`src/rtl/nram_pkg.sv`:
```
package nram_pkg;
  typedef enum logic [1:0] {
    K_NIB  = 2'd0,
    K_BYTE = 2'd1,
    K_BIT  = 2'd2,
    K_ALT  = 2'd3
  } kind_e;

  typedef enum logic [1:0] {
    B_TEST = 2'd0,
    B_SET  = 2'd1,
    B_CLR  = 2'd2,
    B_PEEK = 2'd3
  } bop_e;

  typedef enum logic [1:0] {
    RG_RAM  = 2'd0,
    RG_PER  = 2'd1,
    RG_NONE = 2'd2
  } region_e;
endpackage

```
`src/rtl/nram_decode.sv`:
```
module nram_decode
  import nram_pkg::*;
#(
  parameter int ADDR_W    = 12,
  parameter int DEPTH     = 64,
  parameter int PER_BASE  = 'hF80,
  parameter int GPR_LAST  = 3,
  parameter int STK_FIRST = 'h20,
  parameter int STK_LAST  = 'h3F
) (
  input  logic              vld,
  input  logic [ADDR_W-1:0] addr,
  input  logic [1:0]        kind,
  output region_e           region,
  output logic              mis,
  output logic              gpr,
  output logic              stk
);
  localparam logic [ADDR_W-1:0] RAM_END = ADDR_W'(DEPTH);
  localparam logic [ADDR_W-1:0] PER_LO  = ADDR_W'(PER_BASE);
  localparam logic [ADDR_W-1:0] GPR_HI  = ADDR_W'(GPR_LAST);
  localparam logic [ADDR_W-1:0] STK_LO  = ADDR_W'(STK_FIRST);
  localparam logic [ADDR_W-1:0] STK_HI  = ADDR_W'(STK_LAST);

  always_comb begin
    if (addr < RAM_END)      region = RG_RAM;
    else if (addr >= PER_LO) region = RG_PER;
    else                     region = RG_NONE;
  end

  always_comb begin
    mis = vld && (kind_e'(kind) == K_BYTE) && addr[0];
    gpr = vld && (addr <= GPR_HI);
    stk = vld && (addr >= STK_LO) && (addr <= STK_HI);
  end
endmodule

```
`src/rtl/nram_bitop.sv`:
```
module nram_bitop
  import nram_pkg::*;
#(
  parameter int NIB_W = 4,
  localparam int SEL_W = $clog2(NIB_W)
) (
  input  logic [NIB_W-1:0] old_nib,
  input  logic [SEL_W-1:0] sel,
  input  logic [1:0]       op,
  output logic [NIB_W-1:0] new_nib,
  output logic             old_bit,
  output logic             modifies
);
  logic [NIB_W-1:0] mask;

  always_comb begin
    mask     = '0;
    mask[sel] = 1'b1;
    old_bit  = old_nib[sel];
    modifies = 1'b0;
    new_nib  = old_nib;
    case (bop_e'(op))
      B_SET: begin
        new_nib  = old_nib | mask;
        modifies = 1'b1;
      end
      B_CLR: begin
        new_nib  = old_nib & ~mask;
        modifies = 1'b1;
      end
      default: new_nib = old_nib;
    endcase
  end
endmodule

```
`src/rtl/nram_array.sv`:
```
module nram_array #(
  parameter int DEPTH = 64,
  parameter int NIB_W = 4,
  localparam int IDX_W = $clog2(DEPTH)
) (
  input  logic             clk,
  input  logic             rst_n,
  input  logic [IDX_W-1:0] idx_lo,
  input  logic             we_lo,
  input  logic             we_hi,
  input  logic [NIB_W-1:0] wd_lo,
  input  logic [NIB_W-1:0] wd_hi,
  output logic [NIB_W-1:0] rd_lo,
  output logic [NIB_W-1:0] rd_hi
);
  logic [NIB_W-1:0] mem [DEPTH];
  logic [IDX_W-1:0] idx_hi;

  assign idx_hi = {idx_lo[IDX_W-1:1], 1'b1};

  for (genvar w = 0; w < DEPTH; w++) begin : g_word
    logic             hit_lo;
    logic             hit_hi;
    logic             en;
    logic [NIB_W-1:0] d;

    always_comb begin
      hit_lo = we_lo && (idx_lo == IDX_W'(w));
      hit_hi = we_hi && (idx_hi == IDX_W'(w));
      en     = hit_lo || hit_hi;
      d      = hit_lo ? wd_lo : wd_hi;
    end

    always_ff @(posedge clk) begin
      if (en) mem[w] <= d;
    end
  end

  assign rd_lo = mem[idx_lo];
  assign rd_hi = mem[idx_hi];


  hi_pairs_even_chk: assert property (@(posedge clk) disable iff (!rst_n)
    we_hi |-> (we_lo && !idx_lo[0]));
endmodule

```
`src/rtl/nram_core.sv`:
```
module nram_core
  import nram_pkg::*;
#(
  parameter int ADDR_W    = 12,
  parameter int DEPTH     = 64,
  parameter int NIB_W     = 4,
  parameter int PER_BASE  = 'hF80,
  parameter int GPR_LAST  = 3,
  parameter int STK_FIRST = 'h20,
  parameter int STK_LAST  = 'h3F,
  localparam int IDX_W    = $clog2(DEPTH),
  localparam int SEL_W    = $clog2(NIB_W),
  localparam int DAT_W    = 2 * NIB_W,
  localparam int PER_W    = $clog2((1 << ADDR_W) - PER_BASE)
) (
  input  logic              clk,
  input  logic              rst_n,
  input  logic              req_vld,
  input  logic              req_wr,
  input  logic [1:0]        req_kind,
  input  logic [1:0]        req_bop,
  input  logic [SEL_W-1:0]  req_bsel,
  input  logic [ADDR_W-1:0] req_addr,
  input  logic [DAT_W-1:0]  req_wdata,
  output logic              rd_valid,
  output logic [DAT_W-1:0]  rd_data,
  output logic              rd_bit,
  output logic              misalign_err,
  output logic              unmapped,
  output logic              gpr_hit,
  output logic              stk_hit,
  output logic              per_req,
  output logic              per_wr,
  output logic [1:0]        per_kind,
  output logic [SEL_W-1:0]  per_bsel,
  output logic [PER_W-1:0]  per_addr,
  output logic [DAT_W-1:0]  per_wdata,
  input  logic [DAT_W-1:0]  per_rdata
);
  region_e          region;
  logic             mis;
  logic             ram_sel, per_sel, none_sel;
  logic             is_bit, is_byte;
  logic             bit_mod, bit_old;
  logic [NIB_W-1:0] bit_new;
  logic             we_lo, we_hi;
  logic [NIB_W-1:0] wd_lo, rd_lo, rd_hi;
  logic             rd_cycle;

  logic             valid_n, bit_n, mis_n, unm_n;
  logic [DAT_W-1:0] data_n;

  nram_decode #(
    .ADDR_W(ADDR_W), .DEPTH(DEPTH), .PER_BASE(PER_BASE),
    .GPR_LAST(GPR_LAST), .STK_FIRST(STK_FIRST), .STK_LAST(STK_LAST)
  ) u_decode (
    .vld(req_vld), .addr(req_addr), .kind(req_kind),
    .region(region), .mis(mis), .gpr(gpr_hit), .stk(stk_hit)
  );

  nram_bitop #(.NIB_W(NIB_W)) u_bitop (
    .old_nib(rd_lo), .sel(req_bsel), .op(req_bop),
    .new_nib(bit_new), .old_bit(bit_old), .modifies(bit_mod)
  );

  nram_array #(.DEPTH(DEPTH), .NIB_W(NIB_W)) u_array (
    .clk(clk), .rst_n(rst_n), .idx_lo(req_addr[IDX_W-1:0]),
    .we_lo(we_lo), .we_hi(we_hi), .wd_lo(wd_lo), .wd_hi(req_wdata[DAT_W-1:NIB_W]),
    .rd_lo(rd_lo), .rd_hi(rd_hi)
  );

  // Request qualification and write steering
  always_comb begin
    is_bit   = kind_e'(req_kind) == K_BIT;
    is_byte  = kind_e'(req_kind) == K_BYTE;
    ram_sel  = req_vld && !mis && (region == RG_RAM);
    per_sel  = req_vld && !mis && (region == RG_PER);
    none_sel = req_vld && !mis && (region == RG_NONE);
    rd_cycle = is_bit || !req_wr;
    we_lo    = ram_sel && (is_bit ? bit_mod : req_wr);
    we_hi    = ram_sel && is_byte && req_wr;
    wd_lo    = is_bit ? bit_new : req_wdata[NIB_W-1:0];
  end

  // Peripheral forwarding
  always_comb begin
    per_req   = per_sel;
    per_wr    = per_sel && (is_bit ? bit_mod : req_wr);
    per_kind  = req_kind;
    per_bsel  = req_bsel;
    per_addr  = req_addr[PER_W-1:0];
    per_wdata = is_bit ? DAT_W'(bop_e'(req_bop) == B_SET) : req_wdata;
  end

  // Next state of the registered response
  always_comb begin
    valid_n = (ram_sel || per_sel || none_sel) && rd_cycle;
    mis_n   = mis;
    unm_n   = none_sel;
    data_n  = '0;
    bit_n   = 1'b0;
    if (ram_sel) begin
      data_n = is_byte ? {rd_hi, rd_lo} : {{NIB_W{1'b0}}, rd_lo};
      bit_n  = is_bit && bit_old;
    end else if (per_sel) begin
      data_n = is_byte ? per_rdata : {{NIB_W{1'b0}}, per_rdata[NIB_W-1:0]};
      bit_n  = is_bit && per_rdata[req_bsel];
    end
  end

  // Response registers
  always_ff @(posedge clk or negedge rst_n) begin
    if (!rst_n) begin
      rd_valid     <= 1'b0;
      misalign_err <= 1'b0;
      unmapped     <= 1'b0;
      rd_data      <= '0;
      rd_bit       <= 1'b0;
    end else begin
      rd_valid     <= valid_n;
      misalign_err <= mis_n;
      unmapped     <= unm_n;
      if (req_vld) begin
        rd_data <= data_n;
        rd_bit  <= bit_n;
      end
    end
  end


  misalign_cause_chk: assert property (@(posedge clk) disable iff (!rst_n)
    misalign_err |-> $past(req_vld && (req_kind == 2'd1) && req_addr[0]));

  misalign_nowrite_chk: assert property (@(posedge clk) disable iff (!rst_n)
    (req_vld && (req_kind == 2'd1) && req_addr[0]) |-> !(we_lo || we_hi || per_req));

  per_isolated_chk: assert property (@(posedge clk) disable iff (!rst_n)
    per_req |-> !(we_lo || we_hi));

  unmapped_zero_chk: assert property (@(posedge clk) disable iff (!rst_n)
    unmapped |-> (rd_data == '0 && !rd_bit));

  valid_source_chk: assert property (@(posedge clk) disable iff (!rst_n)
    rd_valid |-> $past(req_vld));

  single_bit_chk: assert property (@(posedge clk) disable iff (!rst_n)
    (we_lo && is_bit) |-> ($countones(wd_lo ^ rd_lo) <= 1));
endmodule

```
`config.mk`:
```
export PLATFORM = sky130hd
export DESIGN_NAME = nram_core
export DESIGN_NICKNAME = d
export VERILOG_FILES = /design/src/rtl/nram_pkg.sv /design/src/rtl/nram_decode.sv /design/src/rtl/nram_bitop.sv /design/src/rtl/nram_array.sv /design/src/rtl/nram_core.sv
export SDC_FILE = /design/constraint.sdc
export NUM_CORES = 1
export LEC_CHECK = 0
export BUFFER_PORTS_ARGS = -buffer_cell sky130_fd_sc_hd__buf_2
export CAP_MARGIN = 0
export CORE_MARGIN = 10
export CORE_UTILIZATION = 28
export CTS_CLUSTER_SIZE = 25
export DETAILED_ROUTE_END_ITERATION = 12
export GPL_TIMING_DRIVEN = 0
export PLACE_DENSITY = 0.53
export SYNTH_ARGS = -nofsm -noshare
export SYNTH_HDL_FRONTEND = slang
export SYNTH_SLANG_ARGS = --single-unit
```
`constraint.sdc`:
```
create_clock -name clk -period 3.1 [get_ports clk]
set_input_delay 0.62 -clock clk [delete_from_list [all_inputs] [get_ports clk]]
set_output_delay 0.62 -clock clk [all_outputs]
set_load 0.02 [all_outputs]
```
=== Word level (Yosys, flattened, before mapping) ===
Memory sizes are Yosys's and may differ from the RTL's.
Cells that the tools add are included.

* Register bits after elaboration: 12
* RAM bits: 256
* Bits of input ports: 38
* Output and inout bits: 35
* Logic and storage cells: 733
* Memories: 1

* Magnitude comparators: 8
* Equality and inequality tests: 100
* Muxes and demuxes: 397
* Bitwise operators: 3
* Reductions and logical operators: 219

{| class="wikitable"
|+ Memory list
! name !! depth !! width !! read ports !! clocked after Yosys merged registers in !! wr ports !! RTL line !! text
|-
| u_array.mem || 64 || 4 || 2 || 0 || 2 || nram_array.sv:16 || <nowiki>logic [NIB_W-1:0] mem [DEPTH];</nowiki>
|}

{| class="wikitable"
|+ Operators with widths
! cell !! count
|-
| 4-bit 2-to-1 mux || 127
|-
| 6-bit 2-to-1 mux || 62
|-
| 4-bit OR reduction || 62
|-
| 1-bit 2-to-1 mux || 197
|-
| 6-bit equality test, second input constant || 32
|-
| 1-bit logical AND || 114
|-
| 6-bit by 5-bit equality test with 1-bit output, second input constant || 16
|-
| 5-bit equality test, second input constant || 16
|-
| 6-bit by 4-bit equality test with 1-bit output, second input constant || 8
|-
| 5-bit by 4-bit equality test with 1-bit output, second input constant || 8
|-
| 8-bit 2-to-1 mux || 5
|-
| 1-bit logical OR || 36
|-
| 6-bit by 3-bit equality test with 1-bit output, second input constant || 4
|-
| 5-bit by 3-bit equality test with 1-bit output, second input constant || 4
|-
| 6-bit by 2-bit equality test with 1-bit output, second input constant || 2
|-
| 12-bit >= comparator, second input constant || 1
|-
| 12-bit by 6-bit >= comparator with 1-bit output, second input constant || 1
|-
| 12-bit by 2-bit less-or-equal comparator with 1-bit output, second input constant || 1
|-
| 12-bit by 6-bit less-or-equal comparator with 1-bit output, second input constant || 1
|-
| 6-bit logical NOT || 2
|-
| 12-bit by 7-bit < comparator with 1-bit output, second input constant || 1
|-
| 5-bit by 2-bit equality test with 1-bit output, second input constant || 2
|-
| 4-bit one-hot mux with 2 select lines || 1
|-
| 2-bit by 1-bit equality test with 1-bit output, second input constant || 3
|-
| other kinds (16) || 21
|}

=== Longest topological paths before layout ===
* Depth after elaboration: 44
* Gate-level depth with buffers: 15

=== By module ===
From an unflattened synthesis, not the netlist that was laid out.

* Cells, all modules: 880
* Area total of the unflattened synthesis: 13945.9 um^2

{| class="wikitable"
|+ Modules (own cells, without submodules)
! module !! times used !! cells an instance !! area an instance (um^2) !! seq. area each (um^2)
|-
| nram_array || 1 || 764 || 12918.6 || 7687.4
|-
| nram_core || 1 || 84 || 819.5 || 300.3
|-
| nram_bitop || 1 || 22 || 136.4 || 0.0
|-
| nram_decode || 1 || 10 || 71.3 || 0.0
|}

=== Least setup slack after synthesis ===
No wires, ideal clock.

* Path kind: in2reg
* Start: input req_addr[1]
* End: memory u_array.mem[0][3], data pin
* Library setup time: 0.340 ns
* Data arrival time: 3.030 ns
* Data required time: 2.760 ns
* Setup slack: -0.270 ns
* Cell stages on the path: 12
* Buffers on the path: 5
* Path through: buf_6 buf_8 buf_12 buf_6 mux4_2 a22oi_1 nand2_1 nand3b_1 mux2_4 a211oi_4 buf_6 inv_1

{| class="wikitable"
|+ RTL lines
! item !! RTL line !! text
|-
| start: declaration || nram_core.sv:23 || <nowiki>input logic [ADDR_W-1:0] req_addr,</nowiki>
|-
| end: declaration || nram_array.sv:16 ||
|}

==> metrics.md <==
| Metric | Value |
|---|---|
| Netlist cell types | `54` |
| Clock transition at the registers of the reported paths | `0.07 ns` |
| Die extent in x | `245 um` |
| Worst Hold Launch | `per_rdata[0]` |
| Vias | `11,300` |
| Most common cell after layout, fill and taps aside | `edfxtp_1` |
| Io pins | `73` |
| Internal Power | `6760 uW` |
| Net Sw Frac | `24.9%` |
| Min-Delay Path Class | `primary input to flop` |
| Reg-to-Reg End | `u_array.mem[54][0]` |
| PD cells | `508 nW/um^2` |
| Area grow syn2layout | `25.3%` |
| Critical path's largest stage delay | `0.44 ns` |
| Post-DRT Antenna Nets | `0` |
| Final wirelength | `56,900 um` |
| Endpoint class of the critical path | `flop` |
| Worst-skew pair later-pin latency | `0.55 ns` |
| R2R depth | `9` |
| Post-synthesis compound-gate area fraction | `10.7%` |
| Main synth FF type | `edfxtp_1` |
| Via/cell ratio | `5.61` |
| Congestion Overflow GR | `0` |
| Post-synthesis xor/xnor area fraction | `0%` |
| Switch Pwr | `2240 uW` |
| Area share of fa/ha/maj cells after synthesis | `0.177%` |
| CTS tree | `done` |
| Most common cell on crit path | `clkbuf_2` |
| Slack of the critical path | `-0.00143 ns` |
| CP max stage cell | `o21ai_2` |
| Root buf cell | `clkbuf_16` |
| Core Rows | `82` |
| Hold_ws | `0.315 ns` |
| CTS Buffer Depth | `3` |
| Worst hold path depth | `3` |
| CP Cell Sequence | `clkbuf_4, buf_6, clkbuf_2, nand4b_1, nand4_1, clkbuf_2, nor3_1, nand3_2, o21ai_2` |
| Final nets | `1,364` |
| Design Power | `9000 uW` |
| Die height | `245 um` |
| Share of layout cells above drive strength 1 | `29.5%` |
| Peak VDD IR | `0.435 mV` |
| Diode count | `0` |
| Post-synthesis mux area share | `16.7%` |
| Sequential fraction of design power | `44.4%` |
| Syn Area/Cell | `12.0 um^2` |
| Commonest cells after routing, fill and taps aside | `256 x edfxtp_1, 131 x nand2_1, 126 x nor2_1` |
| Non-Filler Instances | `2,018` |
| Ys async rst share | `4.48%` |
| Port buffer count | `65` |
| CP top delay family | `simple AND/OR/NAND/NOR gates` |
| Post-synth top area cell | `edfxtp_1` |
| Seq/Total Area, Yosys | `56.4%` |
| Die area | `59,900 um^2` |
| CP Launch Type | `primary input` |
| Routed len/inst | `28.2 um` |
| Vias in the first global route | `10,800` |
| FF-to-FF setup slack | `0.19 ns` |
| Status | `finished, violations left` |
| Combinational share of power | `13.8%` |
| Violated checks | `setup timing` |
| Worst path required time | `3.32 ns` |
| Simple-gate share of the synthesized area | `11.6%` |
| Max-Cap Viols | `0` |
| Initial antenna violation count | `0` |
| Fin area | `17,700 um^2` |
| Drc violations | `0` |
| Final setup violation count | `1` |
| Max Freq | `322 MHz` |
| Leak Pwr | `0.00612 uW` |
| Finished Core Util | `35.4%` |
| RR Startpoint | `u_array.mem[57][0]` |
| Fill cell count | `4,932` |
| Std-Cell Core Area | `50,100 um^2` |
| Synthesized flop and latch total | `268` |
| Slew margin rel. | `35.2%` |
| DP HPWL | `40,200 um` |
| Post-synth top area share | `54.3%` |
| Main combinational cell family by area after synthesis | `multiplexers` |
| Total CTS buffers | `29` |
| Worst hold endpoint | `rd_data[0]` |
| # clock sinks | `268` |
| Total Routing Usage GR | `18.3%` |
| Final hold vios | `0` |
| Worst-Margin Slew | `0.972 ns` |
| DRT Pass-1 Iters | `6` |
| Fin crit share | `100%` |
| Synth Instances | `1,176` |
| Clk pwr share | `41.8%` |
| Yosys warnings | `0` |
| Critical path arrival | `3.32 ns` |
| Largest net degree at the start of global routing | `17` |
| Number of flops mapped to enable cells by yosys | `256` |
| Placer Congestion | `0.998` |
| Minimum clock period | `3.10 ns` |
| Initial Util | `28.3%` |
| Synth area leaders | `edfxtp_1 54%, mux4_2 10%, mux2i_1 5.9%` |
| Syn nets | `1,216` |
| Setup Skew | `0.0101 ns` |
| Crit-path max FO | `10` |
| Max Slew Vio Count | `0` |
| DR iter-0 viols | `1,455` |
| Stages on the worst setup path | `9` |
| Crit path kind | `primary input to flop` |
| Placed cell count | `1,916` |
| CP bufs+invs | `4` |
| Cell Area, Synth | `14,200 um^2` |
| First-pass GRT wire length | `79,200 um` |
| Placed Area | `15,400 um^2` |
| H-tree depth | `1` |
logic make-up (layout without fill, tap and decap cells):
group / Yosys count / count (layout)
and+or+nand+nor: 379 / 379
DFF: 268 / 268
AOI/OAI and AO/OA: 260 / 260
muxes: 154 / 154
buffers and inverters: 113 / 283
adders and majority gates: 2 / 2
sequential cells by signal, indices dropped and copies added (netlist names):
signal,count
rd_data,8
unmapped,1
misalign_err,1
u_array.mem,256
rd_bit,1
rd_valid,1
worst min-delay path, stage by stage:
cell	delay, ns
buf_2	0.09
a21oi_1	0.05
o21ai_0	0.07
worst max-delay path by stage:
stage | startpoint | to | slack [ns]
6_report | req_addr[0] | u_array.mem[63][2] | -0.001
5_1_grt | req_addr[0] | u_array.mem[61][3] | -0.05
4_1_cts | req_addr[0] | u_array.mem[25][3] | -0.12
3_5_place_dp | req_addr[3] | u_array.mem[36][3] | -2.30
3_3_place_gp | req_addr[3] | u_array.mem[36][3] | -2.25
2_1_floorplan | req_addr[1] | u_array.mem[0][3] | -0.25
stage by stage:
stage | TNS [ns] | setup slack, ns
after CTS | -4.75 | -0.120
after detailed placement | -796.38 | -2.30
final | -0.00143 | -0.00143
after global routing | -0.666 | -0.0502
after global placement | -776.64 | -2.25
after floorplan | -12.77 | -0.253
power groups by stage:
stage	Combinational [uW]	Sequential [uW]	Clock, uW
finish	1240	4000	3760
global placement	980	4080	0
detailed placement	990	4080	0
floorplan	578	4080	0
CTS	1170	4000	3770
global route	1290	4000	3940
routing by layer:
layer	global-route usage (%)	routed length (um)	up-vias
met1	24.2	22300	5650
met2	28.5	25300	751
met3	4.74	6650	144
li1	-	-	4770
met4	6.48	2560	2
met5	0	84	-
synth_stat cells, types with 12 or more instances:
library cell	instances
a21oi_1	85
a22oi_1	36
buf_4	14
buf_6	14
clkbuf_1	50
dfrtp_1	12
edfxtp_1	256
inv_1	17
mux2i_1	84
mux4_2	65
nand2_1	133
nand3_1	27
nor2_1	148
o21ai_0	94
o22ai_1	21
area by class of cell:
cell class	instances	area, um^2	area share [%]
sequential	268	7990	45.1
multi-input combinational	795	6040	34.1
timing repair buffer	114	867	4.89
buffer	95	867	4.89
tap	672	841	4.74
clock buffer	37	756	4.26
clock inverter	16	264	1.49
inverter	17	78.8	0.445
timing repair inverter	4	30.0	0.169
what timing repair did:
| item | 4_1_cts | 5_1_grt |
|---|---|---|
| gates resized for setup | 156 | 80 |
| pin swaps | 7 | 7 |
| hold buffers | 1 | 0 |
| endpoints found under the setup margin | 521 | 464 |
| gates cloned | 6 | 1 |
| setup buffers | 31 | 11 |
| hold endpoints to repair | 12 | 0 |
(Power assumes the default switching activity.)
